===== src/rtl/nb_pkg.sv =====
package nb_pkg;
    typedef enum logic [2:0] {
        PH_IDLE   = 3'd0,
        PH_SETUP  = 3'd1,
        PH_STROBE = 3'd2,
        PH_HOLD   = 3'd3,
        PH_FIN    = 3'd4
    } phase_e;
endpackage


===== src/rtl/nb_beat_pick.sv =====
// Lowest pending beat wins: beats go out in ascending address order.
module nb_beat_pick #(
    parameter int BEATS = 2,
    localparam int IW = (BEATS > 1) ? $clog2(BEATS) : 1
) (
    input  logic [BEATS-1:0] mask,
    output logic [IW-1:0]    idx,
    output logic             any
);
    always_comb begin
        idx = '0;
        any = |mask;
        for (int k = BEATS - 1; k >= 0; k--) begin
            if (mask[k]) idx = IW'(k);
        end
    end
endmodule


===== src/rtl/nb_lane_mux.sv =====
// Selects the narrow lane of the current beat and merges read data.
module nb_lane_mux #(
    parameter int SLV_W = 16,
    parameter int IW    = 1,
    localparam int LANES = SLV_W / 8
) (
    input  logic [IW-1:0]    idx,
    input  logic [31:0]      wdata,
    input  logic [3:0]       be,
    input  logic [SLV_W-1:0] rd_in,
    input  logic [31:0]      acc_in,
    output logic [SLV_W-1:0] wlane,
    output logic [LANES-1:0] belane,
    output logic [31:0]      acc_out
);
    always_comb begin
        wlane   = wdata[int'(idx)*SLV_W +: SLV_W];
        belane  = be[int'(idx)*LANES +: LANES];
        acc_out = acc_in;
        acc_out[int'(idx)*SLV_W +: SLV_W] = rd_in;
    end
endmodule


===== src/rtl/narrow_bus_bridge.sv =====
module narrow_bus_bridge
    import nb_pkg::*;
#(
    parameter int ADDR_W = 24,
    parameter int SLV_W  = 16,
    parameter int WE_CYC = 2
) (
    input  logic                 clk,
    input  logic                 rst_n,
    input  logic [ADDR_W-1:0]    m_addr,
    input  logic                 m_read,
    input  logic                 m_write,
    input  logic [31:0]          m_wdata,
    input  logic [3:0]           m_be,
    output logic                 m_waitreq,
    output logic [31:0]          m_rdata,
    output logic                 m_rvalid,
    output logic [ADDR_W-1:0]    s_addr,
    output logic                 s_cs,
    output logic                 s_oe,
    output logic                 s_we,
    output logic [SLV_W/8-1:0]   s_be,
    output logic [SLV_W-1:0]     s_wdata,
    input  logic [SLV_W-1:0]     s_rdata
);
    localparam int LANES = SLV_W / 8;
    localparam int BEATS = 32 / SLV_W;
    localparam int IW    = (BEATS > 1) ? $clog2(BEATS) : 1;
    localparam int CW    = $clog2(WE_CYC + 1);

    typedef struct packed {
        phase_e            ph;
        logic [BEATS-1:0]  pend;
        logic              wr;
        logic [ADDR_W-1:0] base;
        logic [31:0]       wdata;
        logic [3:0]        be;
        logic [31:0]       acc;
        logic [CW-1:0]     cnt;
    } st_t;

    st_t st_d, st_q;

    // Beats a write must visit: any enabled lane in that beat.
    logic [BEATS-1:0] wmask;
    for (genvar g = 0; g < BEATS; g++) begin : g_wmask
        assign wmask[g] = |m_be[g*LANES +: LANES];
    end

    logic [IW-1:0]    cur;
    logic             cur_any;
    logic [SLV_W-1:0] wlane;
    logic [LANES-1:0] belane;
    logic [31:0]      acc_nx;

    nb_beat_pick #(.BEATS(BEATS)) u_pick (
        .mask (st_q.pend),
        .idx  (cur),
        .any  (cur_any)
    );

    nb_lane_mux #(.SLV_W(SLV_W), .IW(IW)) u_lane (
        .idx     (cur),
        .wdata   (st_q.wdata),
        .be      (st_q.be),
        .rd_in   (s_rdata),
        .acc_in  (st_q.acc),
        .wlane   (wlane),
        .belane  (belane),
        .acc_out (acc_nx)
    );

    logic req;
    logic active;
    logic [BEATS-1:0] pend_clr;

    assign req    = m_read | m_write;
    assign active = (st_q.ph == PH_SETUP) || (st_q.ph == PH_STROBE) || (st_q.ph == PH_HOLD);

    always_comb begin
        pend_clr      = st_q.pend;
        pend_clr[cur] = 1'b0;
    end

    always_comb begin
        st_d = st_q;
        unique case (st_q.ph)
            PH_IDLE: begin
                if (req) begin
                    st_d.wr    = m_write;
                    st_d.base  = m_addr & ~ADDR_W'(3);
                    st_d.wdata = m_wdata;
                    st_d.be    = m_be;
                    st_d.acc   = '0;
                    st_d.cnt   = '0;
                    st_d.pend  = m_write ? wmask : '1;
                    st_d.ph    = ((m_write ? wmask : '1) == '0) ? PH_FIN : PH_SETUP;
                end
            end
            PH_SETUP: begin
                st_d.ph  = PH_STROBE;
                st_d.cnt = '0;
            end
            PH_STROBE: begin
                if (st_q.cnt == CW'(WE_CYC - 1)) begin
                    st_d.ph = PH_HOLD;
                    if (!st_q.wr) st_d.acc = acc_nx;
                end else begin
                    st_d.cnt = st_q.cnt + 1'b1;
                end
            end
            PH_HOLD: begin
                st_d.pend = pend_clr;
                st_d.ph   = (pend_clr == '0) ? PH_FIN : PH_SETUP;
            end
            PH_FIN:  st_d.ph = PH_IDLE;
            default: st_d.ph = PH_IDLE;
        endcase
    end

    always_ff @(posedge clk or negedge rst_n) begin
        if (!rst_n) st_q <= '0;
        else        st_q <= st_d;
    end

    assign s_cs      = active && cur_any;
    assign s_oe      = active && !st_q.wr;
    assign s_we      = (st_q.ph == PH_STROBE) && st_q.wr;
    assign s_addr    = st_q.base + ADDR_W'(int'(cur) * LANES);
    assign s_be      = st_q.wr ? belane : '1;
    assign s_wdata   = st_q.wr ? wlane : '0;
    assign m_waitreq = req && (st_q.ph != PH_FIN);
    assign m_rvalid  = (st_q.ph == PH_FIN) && !st_q.wr;
    assign m_rdata   = st_q.acc;

    AST_WE_WITH_CS: assert property (@(posedge clk) disable iff (!rst_n)
        s_we |-> (s_cs && !s_oe));
    AST_NO_EMPTY_STROBE: assert property (@(posedge clk) disable iff (!rst_n)
        s_we |-> (|s_be));
    AST_STROBE_STABLE: assert property (@(posedge clk) disable iff (!rst_n)
        (s_we && $past(s_we)) |-> ($stable(s_addr) && $stable(s_wdata)));
    AST_SETUP_BEFORE_WE: assert property (@(posedge clk) disable iff (!rst_n)
        $rose(s_we) |-> ($past(s_cs) && $stable(s_addr)));
    AST_HOLD_AFTER_WE: assert property (@(posedge clk) disable iff (!rst_n)
        $fell(s_we) |-> (s_cs && $stable(s_addr)));
    AST_RVALID_PULSE: assert property (@(posedge clk) disable iff (!rst_n)
        m_rvalid |=> !m_rvalid);
    AST_RVALID_DONE: assert property (@(posedge clk) disable iff (!rst_n)
        m_rvalid |-> !m_waitreq);
endmodule


===== config.mk =====
export PLATFORM = sky130hd
export DESIGN_NAME = narrow_bus_bridge
export DESIGN_NICKNAME = d
export VERILOG_FILES = /design/src/rtl/nb_pkg.sv /design/src/rtl/nb_beat_pick.sv /design/src/rtl/nb_lane_mux.sv /design/src/rtl/narrow_bus_bridge.sv
export SDC_FILE = /design/constraint.sdc
export NUM_CORES = 1
export LEC_CHECK = 0
export BUFFER_PORTS_ARGS = -buffer_cell sky130_fd_sc_hd__buf_2
export CAP_MARGIN = 0
export CORE_ASPECT_RATIO = 1.2
export CORE_MARGIN = 2
export CORE_UTILIZATION = 45
export CTS_CLUSTER_DIAMETER = 50
export DETAILED_ROUTE_END_ITERATION = 16
export PLACE_DENSITY = 0.71
export SETUP_SLACK_MARGIN = 0.15
export SYNTH_ARGS = -nofsm -noshare
export SYNTH_HDL_FRONTEND = slang
export SYNTH_HIERARCHICAL = 1
export SYNTH_SLANG_ARGS = --single-unit
export TNS_END_PERCENT = 100

===== constraint.sdc =====
create_clock -name clk -period 2.85 [get_ports clk]
set_input_delay 0.285 -clock clk [delete_from_list [all_inputs] [get_ports clk]]
set_output_delay 0.285 -clock clk [all_outputs]
set_load 0.005 [all_outputs]

# --- Word-level counts from Yosys, hierarchy flattened ---
# Index checks and enable logic that the tools add are counted.
classes:
  n_reduce_logical: 23
  shifts: 4
  muxes: 19
  add_sub_neg: 3
  bitwise: 3
  n_div: 0
  n_eq_ne: 10
  multipliers: 0
  order_cmp: 2
op_table:
  columns: ["operator", "n"]
  rows:
  - ["$mux 100", 1]
  - ["$mux 32", 2]
  - ["$pmux 32 s2", 1]
  - ["$neg 5->33", 1]
  - ["$shift 16x33->32 const A", 1]
  - ["$shiftx 16x33->32", 1]
  - ["$bwmux 32", 1]
  - ["$shiftx 32x6->16", 1]
  - ["$add 24x2->24", 1]
  - ["$mux 16", 1]
  - ["$pmux 3 s4", 1]
  - ["$mux 3", 3]
  - ["$ne 2x2->1 const B", 4]
  - ["$eq 3x2->1 const B", 2]
  - ["$logic_and 1x1->1", 6]
  - ["$mux 2", 3]
  - ["$pmux 2 s3", 1]
  - ["$reduce_and 2->1", 3]
  - ["$reduce_or 2->1", 3]
  - ["$logic_not 2->1", 2]
  - ["$pmux 2 s2", 1]
  - ["$reduce_and 4->1", 1]
  - ["$reduce_bool 2->1", 2]
  - ["$shiftx 4x3->2", 1]
  - ["17 further kinds", 20]
word_totals:
  wordCells: 72
  memories: 0
  latch_bits: 0
  mem_bits_rw: 0
  register_bits: 98
  romBits: 0

# --- Longest topological paths before layout ---
# Gate-level depths: netlist of the first run.
depth:
  ltp_word: 11
  depth_mapped: 7
  depth_no_buf: 5

# --- Cells and area by module ---
# Netlist of the first run, hierarchy kept.
modules_own_cells:
  columns: ["module", "cells_per_inst", "instances", "seq_area_each_um2", "area_per_inst_um2"]
  rows:
  - ["narrow_bus_bridge", 520, 1, 2452.4, 4679.5]
  - ["nb_lane_mux", 56, 1, 0.0, 862.1]
  - ["nb_beat_pick", 2, 1, 0.0, 12.5]

# --- Least setup slack after synthesis of the first run ---
# No wires, ideal clock.
synth_timing:
  path_kind: "flip-flop to output port"
  from: "register st_q[95] in the netlist's numbering"
  to: "output s_wdata[0]"
  path_stages_with_launch: 6
  path_slack_ps: 1125
  arrival_time_ps: 1440
  cell_sequence: "dfrtp_1 -> nor2b_1 -> buf_6 -> buf_12 -> mux2_4 -> and2_1"
synth_between:
  elab_chain_len: 3
synth_rtl:
  columns: ["element", "line", "rtl"]
  rows:
  - ["from (decl)", "narrow_bus_bridge.sv:42", "st_t st_d, st_q;"]
  - ["from (signal assigned)", "narrow_bus_bridge.sv:123", "else st_q <= st_d;"]
  - ["$mux 1", "nb_beat_pick.sv:14", "if (mask[k]) idx = IW'(k);"]
  - ["net cur", "narrow_bus_bridge.sv:50", "logic [IW-1:0] cur;"]
  - ["$shiftx 32x6->16", "nb_lane_mux.sv:17", "wlane = wdata[int'(idx)*SLV_W +: SLV_W];"]
  - ["net wlane[0]", "narrow_bus_bridge.sv:52", "logic [SLV_W-1:0] wlane;"]
  - ["$mux 16", "narrow_bus_bridge.sv:131", "assign s_wdata = st_q.wr ? wlane : '0;"]
  - ["to (decl)", "narrow_bus_bridge.sv:23", "output logic [SLV_W-1:0] s_wdata,"]
# The timed path passes the listed nets, and every way through them passes these cells.

# --- Worst setup path in the final report of the first run ---
layout_timing:
  from: "register st_q[96] in the netlist's numbering"
  to: "output s_wdata[1]"
layout_between:
  elab_chain_len: 4
layout_rtl:
  columns: ["element", "line"]
  rows:
  - ["$mux 1 (2 in a row)", "nb_beat_pick.sv:14"]
  - ["$shiftx 32x6->16", "nb_lane_mux.sv:17"]
  - ["net wlane[1]", "narrow_bus_bridge.sv:52"]
  - ["$mux 16", "narrow_bus_bridge.sv:131"]
# The timed path passes the listed nets, and every way through them passes these cells.

==> results of run 1 <==
[cell families (layout without fill, tap and decap cells)]
| kind of cell | Yosys count | in the layout | synth area share |
|---|---|---|---|
| fa+ha+maj | 1 | 1 | 0.00225 |
| flops | 98 | 98 | 0.442 |
| simple gates | 257 | 257 | 0.192 |
| xor+xnor | 1 | 1 | 0.00158 |
| buf+inv | 121 | 213 | 0.148 |
| mux | 85 | 85 | 0.198 |
| compound gates | 14 | 14 | 0.0153 |
| other cells | 1 | 1 | 0.000675 |
[worst max-delay path: stages, from the launching register on]
cell,delay (ns)
dfrtp_1,0.39
nor2b_4,0.18
buf_12,0.34
mux2_4,0.35
and2_1,0.16
buf_2,0.12
[placed cells by master (no fill, tap or decap), types with 4 or more instances in the layout]
cell type / n
buf_4: 9
and2_1: 18
nor2_1: 6
a21oi_1: 6
inv_1: 33
mux2i_1: 35
o21ai_0: 4
dfrtp_1: 98
mux2_4: 50
clkbuf_16: 9
nor3_1: 4
buf_2: 154
nand2_1: 210
[layout make-up]
type,count,area [um^2],share of cell area
inverter,33,124,0.0198
clock buffer,11,243,0.0388
tap,161,201,0.0322
sequential,98,2450,0.392
timing repair buffer,166,888,0.142
multi-input combinational,359,2290,0.366
clock inverter,3,65.1,0.0104
[layer usage]
| metal | global-route usage | part of all wire |
|---|---|---|
| met2 | 0.292 | 0.48 |
| met5 | 0 | 0 |
| met3 | 0.0383 | 0.069 |
| met1 | 0.215 | 0.44 |
| met4 | 0.0596 | 0.0097 |
[metrics by stage]
| stage | instances | cell area [um^2] | util | hold slack (ns) | setup slack (ns) |
|---|---|---|---|---|---|
| after floorplan | 578 | 5550 | - | -0.0106 | 1.13 |
| after global placement | 816 | 5950 | 0.493 | 0.333 | 0.739 |
| final | 831 | 6260 | 0.520 | 0.140 | 0.615 |
| after CTS | 831 | 6260 | 0.520 | 0.124 | 0.621 |
| after detailed placement | 816 | 5950 | 0.493 | 0.345 | 0.686 |
| after global routing | 831 | 6260 | 0.520 | 0.135 | 0.558 |
[flip-flops by register name, summed over array words and instances, names as in the netlist]
name     count
m_rdata     32
st_q        66
[power by group through the flow]
stage / clock network, mW / registers [mW] / logic, mW
after floorplan: 0 / 2.33 / 3.05
after global placement: 0 / 2.42 / 3.28
after detailed placement: 0 / 2.46 / 3.38
after CTS: 1.31 / 2.45 / 3.38
after global routing: 1.35 / 2.53 / 3.72
final: 1.26 / 2.45 / 3.32
[final timing paths]
path                       startpoint          end  slack, ns  cells past startpoint
hold reg to reg              st_q[85]     st_q[85]       0.47                      2
setup reg to reg             st_q[97]     st_q[34]       0.76                      5
min in group asynchronous       rst_n     st_q[95]       0.51                      2
max in group asynchronous       rst_n  m_rdata[31]       1.50                      3
hold / removal             m_addr[21]     st_q[91]       0.14                      3
setup / recovery             st_q[96]   s_wdata[1]       0.62                      5
[synthesized netlist by cell type]
cell type | count | area, um^2
a2111o_1 | 1 | 11.3
a21oi_1 | 6 | 30.0
a22o_1 | 1 | 8.76
and2_1 | 19 | 119
and3_1 | 2 | 12.5
buf_1 | 2 | 7.51
buf_12 | 8 | 160
buf_2 | 9 | 45.0
buf_4 | 57 | 428
buf_6 | 2 | 22.5
clkbuf_1 | 10 | 37.5
conb_1 | 1 | 3.75
dfrtp_1 | 98 | 2450
ha_1 | 1 | 12.5
inv_1 | 33 | 124
mux2_4 | 50 | 751
mux2i_1 | 35 | 350
nand2_1 | 211 | 792
nand2b_1 | 3 | 18.8
nand3_1 | 2 | 10.0
nand3b_1 | 2 | 15.0
nor2_1 | 6 | 22.5
nor2_2 | 1 | 6.26
nor2b_1 | 2 | 12.5
nor3_1 | 4 | 20.0
nor3_2 | 1 | 10.0
nor3b_1 | 2 | 15.0
o21a_1 | 1 | 7.51
o21ai_0 | 4 | 20.0
o31ai_1 | 1 | 7.51
or2_1 | 2 | 12.5
xnor2_1 | 1 | 8.76
==> impl_metrics.env, run 1 <==
export IMPL_routed_wl_um=11200
export IMPL_worstSetupEndpointType="output port"
export IMPL_start_kind="flop"
export IMPL_antenna_found_initial=0
export IMPL_tightest_slew_ns=0.828
export IMPL_fmax_ghz=0.447
export IMPL_dr_pass1_iters=9
export IMPL_port_buffers=155
export IMPL_finalCritPeriodShare=0.784
export IMPL_p_int_mw=4.48
export IMPL_io_pins=159
export IMPL_combPwrFrac=0.472
export IMPL_ys_types=32
export IMPL_core_um2=12100
export IMPL_drc=0
export IMPL_clock_skew_ns=0.00647
export IMPL_clockBufferDepth=2
export IMPL_hpwl_um=7780
export IMPL_powerDensity_nw_per_um2=1120
export IMPL_grt_start_max_net_pins=55
export IMPL_cts_hold_repair_buffers=1
export IMPL_dieArea_um2=13300
export IMPL_nets=748
export IMPL_synth_seq_cells=98
export IMPL_p_leak_nw=3.50
export IMPL_drive_above_1_share=0.349
export IMPL_grt_pass1_wl_um=18500
export IMPL_syn_area_per_cell_um2=9.61
export IMPL_path_max_fanout=54
export IMPL_pwr_share_seq=0.348
export IMPL_cts_htree_levels=3
export IMPL_crit_required_ns=2.57
export IMPL_vdd_drop_max_v=0.000466
export IMPL_crit_type="reg -> out"
export IMPL_vias=3914
export IMPL_cp_arrival_ns=1.95
export IMPL_cts_setup_buffers=0
export IMPL_cts_buffers=9
export IMPL_drv_cap=0
export IMPL_grt_pass1_vias=3899
export IMPL_fp_dieH_um=126
export IMPL_drtIter0Drc=195
export IMPL_report_power_total_mw=7.03
export IMPL_wire_per_inst_um=13.5
export IMPL_ctsResizeCount=0
export IMPL_status="finished, final reports clean"
export IMPL_rsz0062_at_grt="false"
export IMPL_via_per_inst=4.71
export IMPL_hold_viol=0
export IMPL_antenna_cells=0
export IMPL_synth_cell_area_um2=5550
export IMPL_slew_headroom=0.448
export IMPL_root_buffer="clkbuf_16"
export IMPL_rows=44
export IMPL_grt_usage=0.172
export IMPL_path_clk_slew_ns=0.06
export IMPL_yosysSeqAreaShare=0.442
export IMPL_yosys_warnings=6
export IMPL_cts_tree="built"
export IMPL_finalSetupViolations=0
export IMPL_drv_slew=0
export IMPL_fillers=1130
export IMPL_synth_cells=578
export IMPL_switchingPower_mw=2.55
export IMPL_hold_class="in -> reg"
export IMPL_period_needed_ns=2.23
export IMPL_ant_nets=0
export IMPL_areaGrowthSynthToFinish_pct=12.8
export IMPL_synthesis_nets=659
export IMPL_cts_sinks=98
export IMPL_initial_core_util=0.461
export IMPL_p_clk_frac=0.180
export IMPL_clk_latency_ns=0.33
export IMPL_tns_ns=0
export IMPL_fp_dieW_um=105
export IMPL_swShare=0.363
export IMPL_grt_overflow_total=0
export IMPL_gp_congestion=0.760
No activity file was read; power rests on OpenSTA's default activity.
==> run 2: changes to the inputs <==
clock period = 2.1 ns   (was 2.85 ns; I/O delays follow)
==> run 2 against run 1 <==
Against the previous run: wire length increased by 9.3%; cell count is 2.3% higher; clock skew fell by 0.00059 ns; largest power group unchanged.
==> impl_metrics.env, run 2 (synthesis gave the netlist of run 1 again) <==
export IMPL_status="finished, final reports clean"
export IMPL_cts_tree="built"
export IMPL_cts_buffers=9
export IMPL_fmax_ghz=0.508
export IMPL_grt_pass1_wl_um=20400
export IMPL_hold_class="in -> reg"
export IMPL_fillers=1065
export IMPL_drtIter0Drc=196
export IMPL_path_clk_slew_ns=0.06
export IMPL_cp_arrival_ns=1.76
export IMPL_port_buffers=155
export IMPL_largest_reg_flops=66
export IMPL_gp_congestion=0.754
export IMPL_fin_area_um2=6680
export IMPL_wire_per_inst_um=14.4
export IMPL_dieArea_um2=13300
export IMPL_areaGrowthSynthToFinish_pct=20.3
export IMPL_vdd_drop_max_v=0.000684
export IMPL_clockBufferDepth=2
export IMPL_layout_common_cells="nand2_1 (210), buf_2 (137), dfrtp_1 (97)"
export IMPL_hold_viol=0
export IMPL_path_buf_inv=3
export IMPL_final_common_cell="nand2_1"
export IMPL_drv_cap=0
export IMPL_critical_path_top_delay_family="buffers and inverters"
export IMPL_grt_overflow_total=0
export IMPL_max_stage_delay_ns=0.41
export IMPL_grt_pass1_vias=4257
export IMPL_vias=4016
export IMPL_initial_core_util=0.461
export IMPL_tightest_slew_ns=0.614
export IMPL_dr_pass1_iters=4
export IMPL_critPathSlowestCell="dfrtp_1"
export IMPL_top_register="st_q"
export IMPL_tns_ns=0
export IMPL_rows=44
export IMPL_ant_nets=0
export IMPL_drive_above_1_share=0.395
export IMPL_period_needed_ns=1.97
export IMPL_drc=0
export IMPL_routed_wl_um=12300
export IMPL_crit_required_ns=1.89
export IMPL_whs_ns=0.0603
export IMPL_finalCritPeriodShare=0.938
export IMPL_root_buffer="clkbuf_16"
export IMPL_io_pins=159
export IMPL_cts_htree_levels=3
export IMPL_fp_dieW_um=105
export IMPL_powerDensity_nw_per_um2=1570
export IMPL_core_um2=12100
export IMPL_grt_start_max_net_pins=47
export IMPL_nets=765
export IMPL_path_max_fanout=4
export IMPL_clk_latency_ns=0.34
export IMPL_fp_dieH_um=126
export IMPL_rsz0062_at_grt="true"
export IMPL_slew_headroom=0.591
export IMPL_p_leak_nw=3.69
export IMPL_placed_area_um2=6020
export IMPL_crit_type="reg -> out"
export IMPL_worstSetupEndpointType="output port"
export IMPL_via_per_inst=4.72
export IMPL_clock_skew_ns=0.00589
export IMPL_antenna_found_initial=1
export IMPL_antenna_cells=0
export IMPL_grt_usage=0.191
export IMPL_path_cells="nor2b_4, buf_12, clkbuf_16, mux2_4, and2_1, buf_2"
export IMPL_cts_sinks=98
export IMPL_finalSetupViolations=0
export IMPL_drv_slew=0
export IMPL_hpwl_um=8080
export IMPL_start_kind="flop"
==> run 2: report_power, final <==
| group | switching, mW | internal, mW | total, mW |
|---|---|---|---|
| Clock | 0.698 | 1.07 | 1.77 |
| Sequential | 0.561 | 2.74 | 3.30 |
| Combinational | 2.48 | 2.93 | 5.41 |
| Total | 3.74 | 6.74 | 10.5 |
==> run 2: repair_timing <==
action                                  in CTS  in global routing
hold buffers                                 1                  0
gates cloned                                 2                  1
gates resized for setup                      4                 36
buffers inserted                             6                  1
endpoints found under the hold margin       43                  0
endpoints found under the setup margin      19                 19
==> run 2: tightest hold or removal path, stage by stage <==
cell	delay, ns
buf_2	0.07
nand2_1	0.04
nand2_1	0.04
==> run 2: metal layers <==
layer	vias to the layer above	GRT usage	wire (um)
met5	-	0	16
met4	2	0.0706	201
met3	22	0.0492	839
met2	142	0.331	6110
met1	1895	0.227	5110
li1	1955	-	-
==> run 2: through the flow <==
stage / worst slack [ns] / util / total power, mW / instances
CTS: 0.107 / 0.538 / 10.1 / 848
finish: 0.130 / 0.554 / 10.5 / 850
global placement: 0.343 / 0.500 / 7.83 / 823
detailed placement: 0.284 / 0.500 / 8.04 / 823
global route: 0.0762 / 0.554 / 11.3 / 850
floorplan: 0.450 / - / 7.29 / 578
==> run 2: worst paths after layout <==
check	start	slack [ns]	end	depth (start not counted)
worst max-delay path	st_q[95]	0.13	s_wdata[8]	6
max in group asynchronous	rst_n	0.99	st_q[52]	3
worst min-delay path	m_addr[10]	0.06	st_q[80]	3
worst min register to register	st_q[79]	0.47	st_q[79]	2
worst max register to register	st_q[95]	0.27	st_q[97]	8
min in group asynchronous	rst_n	0.46	st_q[98]	2
==> run 2: area by class of cell <==
cell class | instances | area (um^2) | share of cell area
sequential | 98 | 2450 | 0.367
multi-input combinational | 359 | 2350 | 0.352
timing repair buffer | 183 | 1230 | 0.185
clock buffer | 11 | 243 | 0.0363
tap | 161 | 201 | 0.0301
inverter | 33 | 124 | 0.0185
clock inverter | 5 | 77.6 | 0.0116
==> run 3: changes to the inputs <==
CORE_UTILIZATION = 50   (was 45)
CTS_CLUSTER_DIAMETER = not set   (was 50)
PLACE_DENSITY = 0.86   (was 0.71)
==> run 3 against run 2 <==
Against the previous run: worst hold slack barely moved; clock-buffer cell count fell by 1; critical path depth fell by 1; setup slack improved by 0.028 ns; sequential power barely moved; non-clock buffer count fell by 3; clock skew rose by 0.00092 ns; sequential cell count did not move; register-to-register slack barely moved; maximum frequency rose by 1.5%.
==> impl_metrics.env, run 3 (synthesis gave the netlist of run 1 again) <==
export IMPL_status="finished, final reports clean"
export IMPL_top_register="st_q"
export IMPL_cts_htree_levels=3
export IMPL_start_kind="flop"
export IMPL_critPathSlowestCell="dfrtp_1"
export IMPL_finalCritPeriodShare=0.925
export IMPL_worst_slack_ns=0.158
export IMPL_initial_core_util=0.508
export IMPL_drtIter0Drc=182
export IMPL_gp_congestion=0.840
export IMPL_nets=762
export IMPL_areaGrowthSynthToFinish_pct=15.1
export IMPL_hold_viol=0
export IMPL_io_pins=159
export IMPL_via_per_inst=4.90
export IMPL_fp_dieW_um=100
export IMPL_p_leak_nw=3.58
export IMPL_root_buffer="clkbuf_16"
export IMPL_largest_reg_flops=66
export IMPL_vias=4004
export IMPL_worstSetupEndpointType="output port"
export IMPL_dieArea_um2=12000
export IMPL_grt_overflow_total=0
export IMPL_drv_slew=0
export IMPL_report_power_total_mw=9.73
export IMPL_port_buffers=155
export IMPL_layout_common_cells="nand2_1 (210), buf_2 (154), dfrtp_1 (96)"
export IMPL_routed_wl_um=11200
export IMPL_clock_skew_ns=0.00680
export IMPL_grt_start_max_net_pins=40
export IMPL_tightest_slew_ns=0.543
export IMPL_ant_nets=0
export IMPL_tns_ns=0
export IMPL_dp_slack_ns=0.292
export IMPL_final_common_cell="nand2_1"
export IMPL_vdd_drop_max_v=0.000633
export IMPL_path_buf_inv=2
export IMPL_antenna_cells=0
export IMPL_slew_headroom=0.638
export IMPL_antenna_found_initial=0
export IMPL_wire_per_inst_um=13.8
export IMPL_crit_type="reg -> out"
export IMPL_grt_pass1_wl_um=18600
export IMPL_powerDensity_nw_per_um2=1520
export IMPL_clockBufferDepth=2
export IMPL_drv_cap=0
export IMPL_drc=0
export IMPL_period_needed_ns=1.94
export IMPL_fmax_ghz=0.515
export IMPL_path_clk_slew_ns=0.07
export IMPL_path_cells="nor2b_4, buf_12, mux2_4, nand2b_1, buf_2"
export IMPL_cts_buffers=9
export IMPL_path_max_fanout=12
export IMPL_cts_sinks=98
export IMPL_rows=42
export IMPL_grt_usage=0.194
export IMPL_fp_dieH_um=119
export IMPL_cp_arrival_ns=1.73
export IMPL_finalSetupViolations=0
export IMPL_hpwl_um=7680
export IMPL_crit_required_ns=1.89
export IMPL_clk_latency_ns=0.33
export IMPL_hold_class="in -> reg"
export IMPL_rsz0062_at_grt="true"
export IMPL_critical_path_top_delay_family="flip-flops"
export IMPL_grt_pass1_vias=4071
export IMPL_whs_ns=0.0601
export IMPL_dr_pass1_iters=4
export IMPL_core_um2=10900
export IMPL_max_stage_delay_ns=0.42
export IMPL_drive_above_1_share=0.371
export IMPL_cts_tree="built"
## run 3: cell types whose count changed in the layout (fill, tap and decap cells not counted), sizes merged
cell      before  now
buf          180  178
clkbuf        12   10
bufinv         2    1
clkinvlp       1    2
## run 3: cell type report
class	count	area (um^2)
Inverter	33	124
Clock buffer	10	239
Fill cell	953	4540
Multi-Input combinational cell	359	2290
Sequential cell	98	2450
Tap cell	132	165
Clock inverter	5	55.1
Timing Repair Buffer	180	1060
## run 3: what timing repair did
| action | CTS | global route |
|---|---|---|
| setup buffers | 4 | 5 |
| endpoints found under the setup margin | 19 | 22 |
| resized for setup | 5 | 3 |
| endpoints found under the hold margin | 35 | 0 |
| gates cloned | 1 | 0 |
| hold buffers | 1 | 0 |
## run 3: path summary, 6_finish.rpt
| path | end | slack, ns | cells past startpoint | startpoint |
|---|---|---|---|---|
| max | s_be[0] | 0.16 | 5 | st_q[95] |
| max in group asynchronous | st_q[56] | 0.99 | 3 | rst_n |
| min in group asynchronous | m_rdata[0] | 0.38 | 2 | rst_n |
| min reg2reg | st_q[78] | 0.47 | 2 | st_q[78] |
| max reg2reg | m_rdata[26] | 0.26 | 5 | st_q[0] |
| min | st_q[73] | 0.06 | 3 | m_addr[3] |
## run 3: worst min-delay path: stages
cell	delay [ns]
buf_2	0.07
nand2_1	0.04
nand2_1	0.04
## run 3: layer usage
metal  GRT usage  up-vias  wire length (um)
met2       0.332      135              5570
met5           0        -                 0
met3      0.0446       15               691
li1            -     1955                 -
met4      0.0719        0               173
met1       0.236     1899              4810
## run 3: report_power, final
part           internal [mW]  switching [mW]  total [mW]
logic                   2.48            2.33        4.81
registers               2.75           0.555        3.30
clock network          0.945           0.678        1.62
total                   6.17            3.57        9.73
## run 3: per-stage QoR
| step | instances | utilization | cell area (um^2) |
|---|---|---|---|
| final | 817 | 0.585 | 6390 |
| after global routing | 817 | 0.585 | 6390 |
| after CTS | 812 | 0.581 | 6350 |
| after detailed placement | 791 | 0.546 | 5960 |
| after global placement | 791 | 0.546 | 5960 |
| after floorplan | 578 | - | 5550 |
